File: src/rtl/trip_pkg.sv
package trip_pkg;
  localparam int TIER_W       = 4;
  localparam int TIER_TOP     = 9;
  localparam int BASE_MAX     = 1250;
  localparam int OVR_BASE_DEF = 14;

  // Trip limit of a tier in 100 us ticks, before time scaling.
  function automatic int unsigned tier_limit(input logic [TIER_W-1:0] t);
    case (t)
      4'd0:    return 0;
      4'd1:    return 1250;
      4'd2:    return 950;
      4'd3:    return 750;
      4'd4:    return 600;
      4'd5:    return 500;
      4'd6:    return 400;
      4'd7:    return 350;
      4'd8:    return 250;
      default: return 200;
    endcase
  endfunction
endpackage

File: src/rtl/trip_tick_gen.sv
module trip_tick_gen #(
  parameter int TICK_DIV = 200
) (
  input  logic clk,
  input  logic rst,
  output logic tick
);
  generate
    if (TICK_DIV <= 1) begin : g_every
      always_ff @(posedge clk) tick <= !rst;
    end else begin : g_div
      localparam int CW = $clog2(TICK_DIV);
      logic [CW-1:0] cnt_q;
      always_ff @(posedge clk) begin
        if (rst) begin
          cnt_q <= '0;
          tick  <= 1'b0;
        end else begin
          tick  <= (cnt_q == CW'(TICK_DIV - 1));
          cnt_q <= (cnt_q == CW'(TICK_DIV - 1)) ? '0 : cnt_q + 1'b1;
        end
      end
    end
  endgenerate
endmodule

File: src/rtl/trip_fault_timer.sv
module trip_fault_timer
  import trip_pkg::*;
#(
  parameter int TIME_DIV = 1,
  parameter int OVR_BASE = OVR_BASE_DEF
) (
  input  logic              clk,
  input  logic              rst,
  input  logic              tick,
  input  logic              zc,
  input  logic [TIER_W-1:0] tier,
  input  logic              over,
  output logic              trip
);
  localparam int MAX_DLY   = BASE_MAX / TIME_DIV;
  localparam int EW        = $clog2(MAX_DLY + 2);
  localparam int OVR_TICKS = OVR_BASE / TIME_DIV;
  localparam int OW        = $clog2(OVR_TICKS + 2);

  logic [EW-1:0] elapsed_q;
  logic [EW-1:0] cur_dly;
  logic [OW-1:0] ovr_q;
  logic          quiet_q;
  logic          trip_q;
  logic          active;
  logic          fire;

  assign active = (tier != '0);

  always_comb begin
    int unsigned lim;
    lim = tier_limit(tier) / TIME_DIV;
    if (lim == 0) lim = 1;
    cur_dly = EW'(lim);
  end

  assign fire = (active && (elapsed_q >= cur_dly)) || (ovr_q > OW'(OVR_TICKS));

  always_ff @(posedge clk) begin
    if (rst) begin
      elapsed_q <= '0;
      quiet_q   <= 1'b0;
      ovr_q     <= '0;
      trip_q    <= 1'b0;
    end else begin
      if (zc && quiet_q && !active)
        elapsed_q <= '0;
      else if (tick && active && (elapsed_q != '1))
        elapsed_q <= elapsed_q + 1'b1;

      if (active)  quiet_q <= 1'b0;
      else if (zc) quiet_q <= 1'b1;

      if (!over)                        ovr_q <= '0;
      else if (tick && (ovr_q != '1))   ovr_q <= ovr_q + 1'b1;

      if (fire) trip_q <= 1'b1;
    end
  end

  assign trip = trip_q;


  trip_hold_chk: assert property (@(posedge clk) disable iff (rst)
    trip_q |=> trip_q);


  quiet_clear_chk: assert property (@(posedge clk) disable iff (rst)
    (zc && quiet_q && !active) |=> (elapsed_q == '0));


  elapsed_keep_chk: assert property (@(posedge clk) disable iff (rst)
    (active && !zc) |=> (elapsed_q >= $past(elapsed_q)));


  ovr_fire_chk: assert property (@(posedge clk) disable iff (rst)
    (ovr_q > OW'(OVR_TICKS)) |=> trip_q);
endmodule

File: src/rtl/trip_gate_phase.sv
module trip_gate_phase #(
  parameter int GATE_DLY = 12
) (
  input  logic clk,
  input  logic rst,
  input  logic tick,
  input  logic zc,
  input  logic trip,
  output logic gate
);
  localparam int PW = $clog2(GATE_DLY + 1);

  logic [PW-1:0] phase_q;
  logic          armed_q;
  logic          gate_q;

  always_ff @(posedge clk) begin
    if (rst) begin
      phase_q <= '0;
      armed_q <= 1'b0;
      gate_q  <= 1'b0;
    end else if (zc) begin
      phase_q <= '0;
      armed_q <= trip;
      gate_q  <= 1'b0;
    end else begin
      if (tick && (phase_q != PW'(GATE_DLY)))
        phase_q <= phase_q + 1'b1;
      if (armed_q && (phase_q == PW'(GATE_DLY)))
        gate_q <= 1'b1;
    end
  end

  assign gate = gate_q;


  gate_needs_trip_chk: assert property (@(posedge clk) disable iff (rst)
    gate_q |-> trip);


  gate_zc_off_chk: assert property (@(posedge clk) disable iff (rst)
    zc |=> !gate_q);


  gate_armed_chk: assert property (@(posedge clk) disable iff (rst)
    $rose(gate_q) |-> $past(armed_q));
endmodule

File: src/rtl/gf_trip_timer.sv
module gf_trip_timer
  import trip_pkg::*;
#(
  parameter int TICK_DIV = 200,
  parameter int TIME_DIV = 1,
  parameter int GATE_DLY = 12,
  parameter int OVR_BASE = OVR_BASE_DEF
) (
  input  logic              clk,
  input  logic              rst,
  input  logic [TIER_W-1:0] tier_i,
  input  logic              over_i,
  input  logic              zc_i,
  output logic              trip_o,
  output logic              gate_o
);
  logic tick;
  logic trip;

  trip_tick_gen #(.TICK_DIV(TICK_DIV)) u_tick (
    .clk (clk),
    .rst (rst),
    .tick(tick)
  );

  trip_fault_timer #(.TIME_DIV(TIME_DIV), .OVR_BASE(OVR_BASE)) u_timer (
    .clk (clk),
    .rst (rst),
    .tick(tick),
    .zc  (zc_i),
    .tier(tier_i),
    .over(over_i),
    .trip(trip)
  );

  trip_gate_phase #(.GATE_DLY(GATE_DLY)) u_gate (
    .clk (clk),
    .rst (rst),
    .tick(tick),
    .zc  (zc_i),
    .trip(trip),
    .gate(gate_o)
  );

  assign trip_o = trip;


  reset_quiet_chk: assert property (@(posedge clk)
    $past(rst) |-> (!trip_o && !gate_o));
endmodule

File: config.mk
export PLATFORM = sky130hd
export DESIGN_NAME = gf_trip_timer
export DESIGN_NICKNAME = d
export VERILOG_FILES = /design/src/rtl/trip_pkg.sv /design/src/rtl/trip_tick_gen.sv /design/src/rtl/trip_fault_timer.sv /design/src/rtl/trip_gate_phase.sv /design/src/rtl/gf_trip_timer.sv
export SDC_FILE = /design/constraint.sdc
export NUM_CORES = 1
export LEC_CHECK = 0
export ABC_AREA = 0
export BUFFER_PORTS_ARGS = -buffer_cell sky130_fd_sc_hd__clkbuf_2
export CAP_MARGIN = 30
export CORE_MARGIN = 2
export CORE_UTILIZATION = 25
export DETAILED_ROUTE_END_ITERATION = 10
export GPL_TIMING_DRIVEN = 0
export PLACE_DENSITY = 0.45
export RECOVER_POWER = 50
export SKIP_CTS_REPAIR_TIMING = 1
export SLEW_MARGIN = 20
export SYNTH_ARGS = -nofsm -noshare
export SYNTH_HDL_FRONTEND = slang
export SYNTH_HIERARCHICAL = 1
export SYNTH_SLANG_ARGS = --single-unit
File: constraint.sdc
create_clock -name clk -period 2.2 [get_ports clk]
set_input_delay 0.11 -clock clk [delete_from_list [all_inputs] [get_ports clk]]
set_output_delay 0.11 -clock clk [all_outputs]
set_load 0.005 [all_outputs]
# == Word level (Yosys, flattened, before mapping) ==
# Memory sizes are Yosys's and may differ from the RTL's.
# Cells that the tools add are included.
# word_totals
out_inout_bits,2
regBits,32
n_memories,1
mem_bits_ro,160
# classes
n_eq_ne,5
muxes,1
n_bitwise,1
n_reduce_logical,17
order_cmp,2
n_addsub,4
# memory_table
name,depth,word_bits,rd,rd_ports_with_merged_regs,write_ports,line,text
(no name shown),16,10,1,0,0,trip_pkg.sv:9,case (t)
# ops
cell,n
32-bit logical NOT,1
11-bit by 1-bit adder with 11-bit output (second input constant),1
11-bit >= comparator,1
11-bit two-way mux,1
11-bit inequality test (second input constant),1
2-bit OR reduction,5
4-bit by 1-bit adder with 4-bit output (second input constant),2
8-bit by 1-bit adder with 8-bit output (second input constant),1
8-bit equality test (second input constant),1
1-bit logical AND,8
4-bit inequality test (second input constant),2
4-bit equality test (second input constant),1
4-bit > comparator (second input constant),1
4-bit nonzero test,1
1-bit logical NOT,1
1-bit logical OR,1
1-bit NOT,1

# == Logic depth before layout (Yosys ltp) ==
# An unclocked memory read counts as a cell.
# depth
word_depth,6
ltp_mapped,10

# == Modules after synthesis ==
# The synthesis kept the hierarchy.
# modules_own_cells
module,seq_area_each_um2,area_each_um2,cells_each,n_inst
trip_fault_timer,340.3,1363.8,170,1
trip_tick_gen,180.2,371.6,40,1
trip_gate_phase,120.1,272.8,31,1

# == Worst setup path after synthesis ==
# No wires, ideal clock.
# synth_path
kind,input to register
startpoint,input port tier_i[0]
endpoint,register u_timer.trip_q (netlist: u_timer/trip)
t_required_ns,2.066
path_slack_ns,0.474
stages,9
path_buffers,0
arrival_time_ns,1.592
cell_sequence,inv_1 ha_1 nor3b_1 and3_1 ha_1 nor2b_1 o21ai_0 a21oi_1 o31ai_1
# synth_between
elab_chain_len,6
elab_cells_between_ends,7
cone_classes,1 x order compare; 1 x mux; 4 x reduce/logical; 1 x memory
# synth_lines
element,line,text
from (decl),gf_trip_timer.sv:11,"input logic [TIER_W-1:0] tier_i,"
memory 16 x 10 bit,n/a,
32-bit logical NOT,trip_fault_timer.sv:33,if (lim == 0) lim = 1;
11-bit two-way mux,trip_fault_timer.sv:33,
11-bit >= comparator,trip_fault_timer.sv:37,assign fire = (active && (elapsed_q >= cur_dly)) || (ovr_q > OW'(OVR_TICKS));
1-bit logical AND (*),trip_fault_timer.sv:37,
1-bit logical OR (*),trip_fault_timer.sv:37,
to (signal assigned),trip_fault_timer.sv:44,trip_q <= 1'b0;
to (signal assigned),trip_fault_timer.sv:57,if (fire) trip_q <= 1'b1;
to (decl),trip_fault_timer.sv:24,logic trip_q;
# Every way passes the cells marked *; elsewhere a longest branch is shown, timed or not.
# A chain may end at the register's enable or synchronous reset.

# == Worst setup path in the final report ==
# layout_path
startpoint,register u_tick.tick
endpoint,register u_timer.elapsed_q[4]
# layout_between
elab_chain_len,2
# layout_lines
element,line,text
from (decl),trip_tick_gen.sv:6,output logic tick
from (signal assigned),trip_tick_gen.sv:19,tick <= (cnt_q == CW'(TICK_DIV - 1));
1-bit logical AND (2 in series),trip_fault_timer.sv:48,else if (tick && active && (elapsed_q != '1))
to (signal assigned),trip_fault_timer.sv:49,elapsed_q <= elapsed_q + 1'b1;
to (decl),trip_fault_timer.sv:20,logic [EW-1:0] elapsed_q;
# Every way passes these cells.

==> summary.md <==
| Metric | Value |
|---|---|
| Outcome | `finished, final reports clean` |
| Placed instance count | `351` |
| Layout cells sized above 1 | `10.51%` |
| CTS tree | `built` |
| Post-synth EDFFs | `0` |
| Synth Flop Type | `dfxtp_1` |
| P_sw | `0.2820 mW` |
| Post-synth ARST share | `0%` |
| Setup WS post-layout | `260.0 ps` |
| Pint | `0.9564 mW` |
| Root buf cell | `clkbuf_8` |
| Hpwl dp | `3152 um` |
| Switching share of power | `22.77%` |
| Vias post-DR | `1714` |
| Met1 WL | `2290 um` |
| Count of cell types in the netlist | `46` |
| Routed wl met3 | `120 um` |
| Worst setup EP type | `register` |
| Tmin final | `1940 ps` |
| Fillcell total | `854` |
| Max Used Layer | `met4` |
| Static Leak | `0.8239 nW` |
| Met2 routed WL | `1863 um` |
| Via count of the first global-routing pass | `1578` |
| Hold WC Path Type | `primary input to register` |
| Setup TNS | `0 ps` |
| Core box area | `0.007767 mm^2` |
| Worst endpoint required time | `2410 ps` |
| Setup CP Type | `register to register` |
| Vias per cell | `4.774` |
| Iteration-0 DRC Markers | `88` |
| Relative slew margins | `60.31%` |
| Fin crit share | `88.18%` |
| RSZ-0062 raised after global routing | `false` |
| Global-route wire length before repair | `7493 um` |
| Startpoint types | `register` |
| Worst path max stage delay | `520 ps` |
| Port buffer count | `8` |
| Clock power share | `44.6%` |
| Crit path launch | `u_tick/tick` |
| Clock slew at reported path FFs | `70 ps` |
| Post-Syn Nets | `272` |
| Fmax | `0.5155 GHz` |
| Post-synthesis area per instance | `8.333 um^2` |
| GPL Wtd Cong | `0.7907` |
| Sink Count | `32` |
| GRT Overall Usage | `10.75%` |
| Worst Skew | `4.862 ps` |
| Pwr Density | `542.0 mW/mm^2` |
| IO Pins | `10` |
| Hold slack | `134.6 ps` |
| Pre-CTS setup slack | `-244.3 ps` |
| Combinational power share | `7.7%` |
| Max_cap viols | `0` |
| Setup violators final | `0` |
| Die area | `0.008766 mm^2` |
| Htree depth | `2` |
| CP max stage cell | `dfxtp_1` |
| Antenna-violating nets left | `0` |
| DR pass1 iterations | `4` |
| Clock Latency Late Sink | `280 ps` |
| Gr ovfl total | `0` |
| DR WL/cell | `12.13 um` |
| Layout net count | `287` |
| Least-Margin Pin Slew | `595.4 ps` |
| Die width | `93.63 um` |
| Pin count of the biggest net entering global routing | `15` |
| Crit-path max FO | `10` |
| CTS buffer count | `5` |
| Diode count | `0` |
| Max IR drop VDD | `0.0002339 V` |
| DRC errors left | `0` |
| Seq cells post-synth | `32` |
| Multi-input gate area | `0.001277 mm^2` |
| Pins Over Slew Limit | `0` |
| Final std cells w/o fill | `359` |
| Post-Syn Instances | `241` |
| Longest Clk Path Bufs | `2` |
| Syn. warnings | `6` |
| Sequential Power Share | `47.7%` |
| Post-synthesis cell area | `0.002008 mm^2` |
| Worst-path cell chain | `clkbuf_1, nand2_4, or4_1, a21oi_1` |
| Reg2reg start | `u_tick/tick` |
| Final hold vios | `0` |
| Hold_sp | `zc_i` |
| Buf+Inv Stages, Crit Path | `1` |
| Starting Density | `25.85%` |
| # rows | `32` |
| Register area share after synthesis | `31.90%` |
| Initial antenna violation count | `0` |
| Reg area | `640.6 um^2` |
| DIE HEIGHT | `93.63 um` |
| CP delay by family, top | `simple AND/OR/NAND/NOR gates` |
| Routed WL | `4356 um` |
| CP arrival | `2150 ps` |
| Layout area overhead | `13.77%` |
power groups by stage:
stage	Combinational, mW	Sequential [mW]	Clock [mW]
after floorplan	0.0629	0.602	0
after global placement	0.0947	0.603	0
after detailed placement	0.0950	0.603	0
after CTS	0.0957	0.590	0.576
after global routing	0.109	0.590	0.601
final	0.0953	0.590	0.553
Yosys cell counts, types with 2 or more instances:
| cell | number | share of area, % |
|---|---|---|
| or3b_1 | 2 | 0.87 |
| dfxtp_1 | 32 | 32 |
| nor3_1 | 6 | 1.5 |
| nand2_1 | 14 | 2.6 |
| a21o_1 | 2 | 0.75 |
| o21ai_0 | 17 | 4.2 |
| nand3_1 | 14 | 3.5 |
| buf_2 | 3 | 0.75 |
| or3_1 | 8 | 2.5 |
| nor2_1 | 21 | 3.9 |
| xnor2_1 | 3 | 1.3 |
| nand4_1 | 6 | 1.9 |
| xor2_1 | 4 | 1.7 |
| buf_4 | 2 | 0.75 |
| a21oi_1 | 26 | 6.5 |
| and3_1 | 3 | 0.93 |
| nor4_1 | 2 | 0.62 |
| inv_1 | 15 | 2.8 |
| a311oi_1 | 2 | 0.87 |
| clkbuf_1 | 2 | 0.37 |
| or4_1 | 2 | 0.75 |
| o31ai_1 | 4 | 1.5 |
| ha_1 | 23 | 14 |
| a211oi_1 | 3 | 1.1 |
| nand2b_1 | 4 | 1.2 |
worst paths after layout:
check                                to  slack (ps)  cells past startpoint
setup / recovery   u_timer/elapsed_q[4]         260                      4
hold / removal        u_gate/phase_q[3]         130                      2
setup reg to reg   u_timer/elapsed_q[4]         260                      4
hold reg to reg   u_timer/elapsed_q[10]         480                      2
placed cells by master (no fill, tap or decap), types with 2 or more instances in the layout:
| master | n |
|---|---|
| ha_1 | 23 |
| o21ai_0 | 17 |
| nand3_1 | 14 |
| or4_1 | 2 |
| buf_2 | 2 |
| xnor2_1 | 3 |
| clkbuf_1 | 5 |
| a21oi_1 | 26 |
| nor2_1 | 21 |
| nor4_1 | 2 |
| o31ai_1 | 4 |
| and3_1 | 3 |
| or3b_1 | 2 |
| a21o_1 | 2 |
| nor3_1 | 6 |
| a311oi_1 | 2 |
| buf_4 | 2 |
| xor2_1 | 4 |
| dfxtp_1 | 32 |
| nand4_1 | 6 |
| or3_1 | 8 |
| clkbuf_2 | 7 |
| nand2b_1 | 4 |
| nand2_1 | 14 |
| a211oi_1 | 3 |
| inv_1 | 15 |
| clkbuf_8 | 5 |
kinds of logic (layout without fill, tap and decap cells):
group | after synthesis | in the layout | share of synthesized area (%)
muxes | 1 | 1 | 0.4985
and+or+nand+nor | 93 | 93 | 26.61
adders and majority gates | 23 | 23 | 14.33
xor gates and xnor gates | 7 | 7 | 3.053
DFF | 32 | 32 | 31.90
buffers and inverters | 22 | 38 | 4.672
AOI/OAI and AO/OA | 63 | 63 | 18.94
final cells by class:
class,count,share of cell area [%]
Inverter,15,2.464
Tap cell,102,5.586
Buffer,7,1.588
Multi-Input combinational cell,187,55.91
Sequential cell,32,28.04
Clock inverter,2,1.533
Timing Repair Buffer,8,1.698
Clock buffer,6,3.176
per-layer routing:
metal	vias up	track usage, %
met4	0	4.348
met3	4	2.901
met2	16	16.01
li1	911	-
met1	783	14.66
met5	-	0
sequential cells by signal, indices dropped and copies added (netlist names):
name                count
u_timer/trip            1
u_timer/quiet_q         1
u_gate/armed_q          1
u_tick/tick             1
u_gate/gate             1
u_timer/elapsed_q      11
u_tick/g_div.cnt_q      8
u_timer/ovr_q           4
u_gate/phase_q          4
per-stage QoR:
step                      instance area [um^2]  utilization, %  total power, mW
after global routing                      2285           29.41            1.301
after detailed placement                  2176           28.01           0.6985
after global placement                    2176           28.01           0.6980
final                                     2285           29.41            1.238
after floorplan                           2008               -           0.6651
after CTS                                 2283           29.40            1.262
Power figures use the tool's default switching activity.
